--- src/rtl/atr_decoder.sv ---
module atr_decoder (
  input  logic        clk,
  input  logic        rst_n,
  input  logic        start,
  input  logic        byte_valid,
  input  logic [7:0]  byte_data,
  output logic        done,
  output logic        err_ts,
  output logic        err_tck,
  output logic        unsupported,
  output logic        conv_inv,
  output logic [3:0]  fi_code,
  output logic [3:0]  di_code,
  output logic [11:0] f_factor,
  output logic [3:0]  d_exp,
  output logic [17:0] etu,
  output logic [7:0]  extra_guard,
  output logic [3:0]  protocol,
  output logic        specific_mode,
  output logic [3:0]  hist_count,
  output logic        tck_present
);

  typedef enum logic [2:0] {S_IDLE, S_TS, S_T0, S_IF, S_HIST, S_TCK, S_DONE} st_t;

  st_t        st;
  logic [3:0] mask, hist_left;
  logic [1:0] lvl;
  logic [7:0] ta1, xacc;

  logic [1:0] sel;
  logic [3:0] mask_nx;
  logic       tck_nx;
  wire  [7:0] xb = xacc ^ byte_data;

  always_comb begin
    if (mask[0])      sel = 2'd0;
    else if (mask[1]) sel = 2'd1;
    else if (mask[2]) sel = 2'd2;
    else              sel = 2'd3;
  end

  assign mask_nx = (sel == 2'd3) ? byte_data[7:4] : (mask & ~(4'b0001 << sel));
  assign tck_nx  = tck_present | ((sel == 2'd3) && (byte_data[3:0] != 4'd0));

  always_ff @(posedge clk or negedge rst_n) begin
    if (!rst_n) begin
      st <= S_IDLE; mask <= '0; hist_left <= '0; lvl <= '0;
      ta1 <= 8'h11; xacc <= '0;
      err_ts <= 1'b0; err_tck <= 1'b0; conv_inv <= 1'b0;
      extra_guard <= '0; protocol <= '0; specific_mode <= 1'b0;
      hist_count <= '0; tck_present <= 1'b0;
    end else if (start) begin
      st <= S_TS; mask <= '0; hist_left <= '0; lvl <= '0;
      ta1 <= 8'h11; xacc <= '0;
      err_ts <= 1'b0; err_tck <= 1'b0; conv_inv <= 1'b0;
      extra_guard <= '0; protocol <= '0; specific_mode <= 1'b0;
      hist_count <= '0; tck_present <= 1'b0;
    end else if (byte_valid) begin
      case (st)
        S_TS: begin
          if (byte_data == 8'h3B) begin
            conv_inv <= 1'b0; st <= S_T0;
          end else if (byte_data == 8'h3F) begin
            conv_inv <= 1'b1; st <= S_T0;
          end else begin
            err_ts <= 1'b1; st <= S_DONE;
          end
        end
        S_T0: begin
          xacc      <= byte_data;
          mask      <= byte_data[7:4];
          hist_left <= byte_data[3:0];
          if (byte_data[7:4] != 4'd0)      st <= S_IF;
          else if (byte_data[3:0] != 4'd0) st <= S_HIST;
          else                             st <= S_DONE;
        end
        S_IF: begin
          xacc <= xb;
          case (sel)
            2'd0: begin
              if (lvl == 2'd0) ta1 <= byte_data;
              if (lvl == 2'd1) specific_mode <= byte_data[7];
            end
            2'd2: if (lvl == 2'd0) extra_guard <= byte_data;
            2'd3: begin
              if (lvl == 2'd0) protocol <= byte_data[3:0];
              if (lvl != 2'd3) lvl <= lvl + 2'd1;
            end
            default: ;
          endcase
          mask        <= mask_nx;
          tck_present <= tck_nx;
          if (mask_nx == 4'd0) begin
            if (hist_left != 4'd0) st <= S_HIST;
            else if (tck_nx)       st <= S_TCK;
            else                   st <= S_DONE;
          end
        end
        S_HIST: begin
          xacc       <= xb;
          hist_count <= hist_count + 4'd1;
          hist_left  <= hist_left - 4'd1;
          if (hist_left == 4'd1) st <= tck_present ? S_TCK : S_DONE;
        end
        S_TCK: begin
          err_tck <= (xb != 8'd0);
          st      <= S_DONE;
        end
        default: ;
      endcase
    end
  end

  assign done    = (st == S_DONE);
  assign fi_code = ta1[7:4];
  assign di_code = ta1[3:0];

  logic [11:0] f_raw;
  logic [3:0]  d_raw;
  logic        fi_ok, di_ok;

  always_comb begin
    fi_ok = 1'b1;
    case (fi_code)
      4'd1:    f_raw = 12'd372;
      4'd2:    f_raw = 12'd558;
      4'd3:    f_raw = 12'd744;
      4'd4:    f_raw = 12'd1116;
      4'd5:    f_raw = 12'd1488;
      4'd6:    f_raw = 12'd1860;
      4'd9:    f_raw = 12'd512;
      4'd10:   f_raw = 12'd768;
      4'd11:   f_raw = 12'd1024;
      4'd12:   f_raw = 12'd1536;
      4'd13:   f_raw = 12'd2048;
      default: begin f_raw = 12'd372; fi_ok = 1'b0; end
    endcase
  end

  always_comb begin
    di_ok = 1'b1;
    if (di_code >= 4'd1 && di_code <= 4'd5)
      d_raw = di_code - 4'd1;
    else if (di_code >= 4'd10)
      d_raw = 4'd9 - di_code;
    else begin
      d_raw = 4'd0; di_ok = 1'b0;
    end
  end

  assign unsupported = !(fi_ok && di_ok);
  assign f_factor    = unsupported ? 12'd372 : f_raw;
  assign d_exp       = unsupported ? 4'd0 : d_raw;

  wire [3:0] d_mag = d_exp[3] ? (4'd0 - d_exp) : d_exp;
  assign etu = d_exp[3] ? ({6'd0, f_factor} << d_mag) : {6'd0, f_factor >> d_mag};

endmodule

--- config.mk ---
export PLATFORM = sky130hd
export DESIGN_NAME = atr_decoder
export DESIGN_NICKNAME = d
export VERILOG_FILES = /design/src/rtl/atr_decoder.sv
export SDC_FILE = /design/constraint.sdc
export NUM_CORES = 1
export LEC_CHECK = 0
export ABC_AREA = 1
export CAP_MARGIN = 20
export CORE_MARGIN = 5
export CORE_UTILIZATION = 34
export CTS_CLUSTER_SIZE = 8
export DETAILED_ROUTE_END_ITERATION = 8
export PLACE_DENSITY_LB_ADDON = 0.05
export SLEW_MARGIN = 20
export SYNTH_ARGS = -nofsm -noshare
export SYNTH_HDL_FRONTEND = slang
export SYNTH_SLANG_ARGS = --single-unit
--- constraint.sdc ---
create_clock -name clk -period 4.2 [get_ports clk]
set_input_delay 0.63 -clock clk [delete_from_list [all_inputs] [get_ports clk]]
set_output_delay 0.63 -clock clk [all_outputs]
set_load 0.03 [all_outputs]
==> key figures <==
Floorplan
  – Die height: 124 um
  – Die ar.: 15400 um^2
  – # IOs: 77
  – Die W: 124 um
  – Initial Utilization: 34.9%
  – # rows: 41
  – Core area: 12700 um^2

Global routing
  – GR Util All Layers: 18.2%
  – GRT overflow: 0
  – Antenna violations before repair: 0
  – First-pass GRT wire length: 22.4 mm
  – Largest net degree at the start of global routing: 51
  – Via count of the first global-routing pass: 4611

Setup path
  – R2R Path Start: st[2]
  – FF-to-FF End: extra_guard[4]
  – Critical Path RT: 3.57 ns
  – Worst Setup SP: ta1[0]
  – Crit path buf inv count: 4
  – Worst setup path class: reg2out
  – CP Launch Type: flop
  – Critical path depth: 17
  – R2R Setup Slk: 1.97 ns
  – Worst path slowest cell: dfstp_2
  – Worst-path maximum fanout: 25
  – Cell family with most CP delay: simple AND/OR/NAND/NOR gates
  – Worst path cell trace: inv_2, ha_1, inv_1, nand2_1, nand3_2, nand2_1, nand2_2, nand3_2, ha_1, inv_1, nand4_1, nand2_4, nand3_1, nand3_1, a21boi_1, nand2_1, buf_4
  – Arrival @ worst endpoint: 3.23 ns
  – Critical Path End: etu[5]
  – Cell mode on critical path: nand2_1
  – FF-to-FF path depth: 10
  – Largest stage delay, worst path: 0.58 ns
  – Critical Path End Type: primary output

STA
  – RSZ-0062 raised after global routing: no
  – Slew @ Worst Pin: 0.734 ns
  – Final Skew: 0.00696 ns
  – Fin. Hold Viols: 0
  – Slew HR: 50.9%
  – Fmax: 259 MHz
  – Max-slew violation count: 0
  – Tcrit/Tclk final: 92.0%
  – Setup slack after layout: 0.335 ns
  – Min cycle time layout: 3.86 ns
  – Final setup viols: 0
  – Setup TNS: 0 ns

Cells and area
  – Layout filler cell count: 1365
  – Commonest non-fill, non-tap cell in the layout: nand2_1
  – Fin area: 5430 um^2
  – Commonest non-fill, non-tap cells in the layout: nand2_1, nand3_1, inv_1, o21ai_0, clkdlybuf4s50_1
  – Antenna diodes: 0
  – Fin util: 42.8%
  – Area Growth Syn to Fin: 22.8%
  – Final net count: 763
  – Share of layout cells above drive strength 1: 12.8%

Power
  – Leakage power: 2.58 nW
  – VDD IR max: 0.000250 V
  – PD cells: 488 nW/um^2

Synth
  – Synth unique cells: 48
  – Flops & latches, synth: 50
  – Syn avg cell area: 6.63 um^2
  – Synth Cell Area: 4420 um^2
  – Mapped Cells: 667
  – Sequential area share after synthesis: 28.4%
  – Yosys warnings: 0
  – Syn_nets: 691

Clock tree
  – Sink Count: 50
  – Clock Tree Buf Depth: 2
  – Total CTS buffers: 5
  – Clock H-tree levels: 2
  – CTS tree: built
  – Clk Latency, worst-skew pair: 0.29 ns
  – Clock Tree Root: clkbuf_16
  – Clock Pin Slew Worst Setup and Hold Paths: 0.08 ns
  – Hold Buf Count CTS: 0

Placement
  – Post-DP HPWL: 10.6 mm
  – Worst slack at placement: 0.254 ns
  – Routability cong.: 0.933
  – I/O Buffers: 75
  – Area after DPL: 5250 um^2

Route
  – Drt first-iter violations: 281
  – Drt pass-1 iters: 5
  – DRC: 0
  – Via count: 4642
  – Via/cell ratio: 5.09
  – Final wirelength: 13.6 mm
  – Antenna violation net count after detailed routing: 0
  – Routed WL per cell: 14.9 um

Run
  – Max_cap viols: 0

Hold path
  – Worst hold path class: in2async

Outcome
  – Status: complete, no violations
## Yosys cell counts (all sizes together)
| master | count | area share [%] |
|---|---|---|
| a211oi | 1 | 0.17 |
| a21boi | 2 | 0.34 |
| a21oi | 21 | 2.8 |
| a31o | 1 | 0.20 |
| a31oi | 2 | 0.28 |
| buf | 13 | 2.8 |
| clkbuf | 6 | 0.51 |
| conb | 1 | 0.085 |
| dfrtp | 48 | 27 |
| dfstp | 2 | 1.2 |
| ha | 12 | 3.4 |
| inv | 70 | 5.9 |
| nand2 | 225 | 21 |
| nand3 | 76 | 9.2 |
| nand3b | 2 | 0.34 |
| nand4 | 9 | 1.6 |
| nor2 | 65 | 8.8 |
| nor3 | 8 | 0.91 |
| nor4 | 2 | 0.28 |
| o2111ai | 1 | 0.20 |
| o211ai | 3 | 0.51 |
| o21a | 2 | 0.34 |
| o21ai | 75 | 8.8 |
| o22ai | 5 | 0.71 |
| o31ai | 2 | 0.34 |
| o32ai | 1 | 0.20 |
| o41ai | 1 | 0.20 |
| or2 | 3 | 0.42 |
| xnor2 | 6 | 1.2 |
| xor2 | 2 | 0.40 |
## power by group
part	internal (W)	total (W)	switching [W]
registers	0.000585	0.000676	0.0000916
clock network	0.000286	0.000482	0.000196
logic	0.000494	0.00149	0.000996
## repair_timing
action | in CTS | in global routing
setup buffers | 0 | 1
pin swaps | 0 | 1
resized for setup | 1 | 2
setup endpoints to repair | 1 | 3
## area by class of cell
| type | count | area, um^2 | share of cell area, % |
|---|---|---|---|
| multi-input cells | 528 | 2760 | 50.8 |
| well taps | 172 | 215 | 3.96 |
| clock inverters | 3 | 48.8 | 0.899 |
| repair buffers | 84 | 766 | 14.1 |
| inverters | 70 | 263 | 4.84 |
| clock buffers | 5 | 125 | 2.31 |
| flip-flops and latches | 50 | 1250 | 23.1 |
## state kept, by name (all words and copies together) (netlist names)
signal	count
hist_left	4
err_ts	1
mask	4
lvl	2
conv_inv	1
st	3
err_tck	1
ta1	8
xacc	8
extra_guard	8
hist_count	4
protocol	4
tck_present	1
specific_mode	1
## worst min path at each step
stage / from / end / cells after the start
floorplan: rst_n / conv_inv / 0
global placement: hist_count[3] / hist_count[3] / 1
detailed placement: hist_count[3] / hist_count[3] / 1
CTS: hist_count[3] / hist_count[3] / 1
global route: hist_count[3] / hist_count[3] / 1
finish: rst_n / st[2] / 2
## cells by family (layout without fill, tap and decap cells)
family / count (synthesis) / count (layout) / synth area share, %
flip-flops: 50 / 50 / 28.4
adder cells (fa/ha/maj): 12 / 12 / 3.40
AO/OA/AOI/OAI: 117 / 117 / 15.1
buffers and inverters: 89 / 162 / 9.28
other: 1 / 1 / 0.0848
XOR/XNOR: 8 / 8 / 1.59
AND/OR/NAND/NOR: 390 / 390 / 42.2
## layer usage
layer,GRT usage (%),vias to the layer above,share of wire (%)
met2,32.3,126,49
met4,5.48,0,2.0
met5,0,-,0
met3,2.45,23,4.4
met1,23.0,2158,45
li1,-,2335,-
## through the flow
step	instances	hold WS, ns	power, W
floorplan	667	0.334	0.00175
global placement	903	0.461	0.00217
detailed placement	903	0.459	0.00218
CTS	911	0.473	0.00267
global route	912	0.493	0.00287
finish	912	0.446	0.00265
## worst register-to-register path, cell delays in order, from the launching register on
cell and delay, ns:
dfrtp_1 0.43, nor2_1 0.12, inv_1 0.11, nor2_4 0.23, inv_1 0.15, nor2_2 0.17
nand2_1 0.11, nor3_1 0.30, nor2_1 0.27, nand2_1 0.12, o21ai_0 0.08
(Power assumes the default switching activity.)
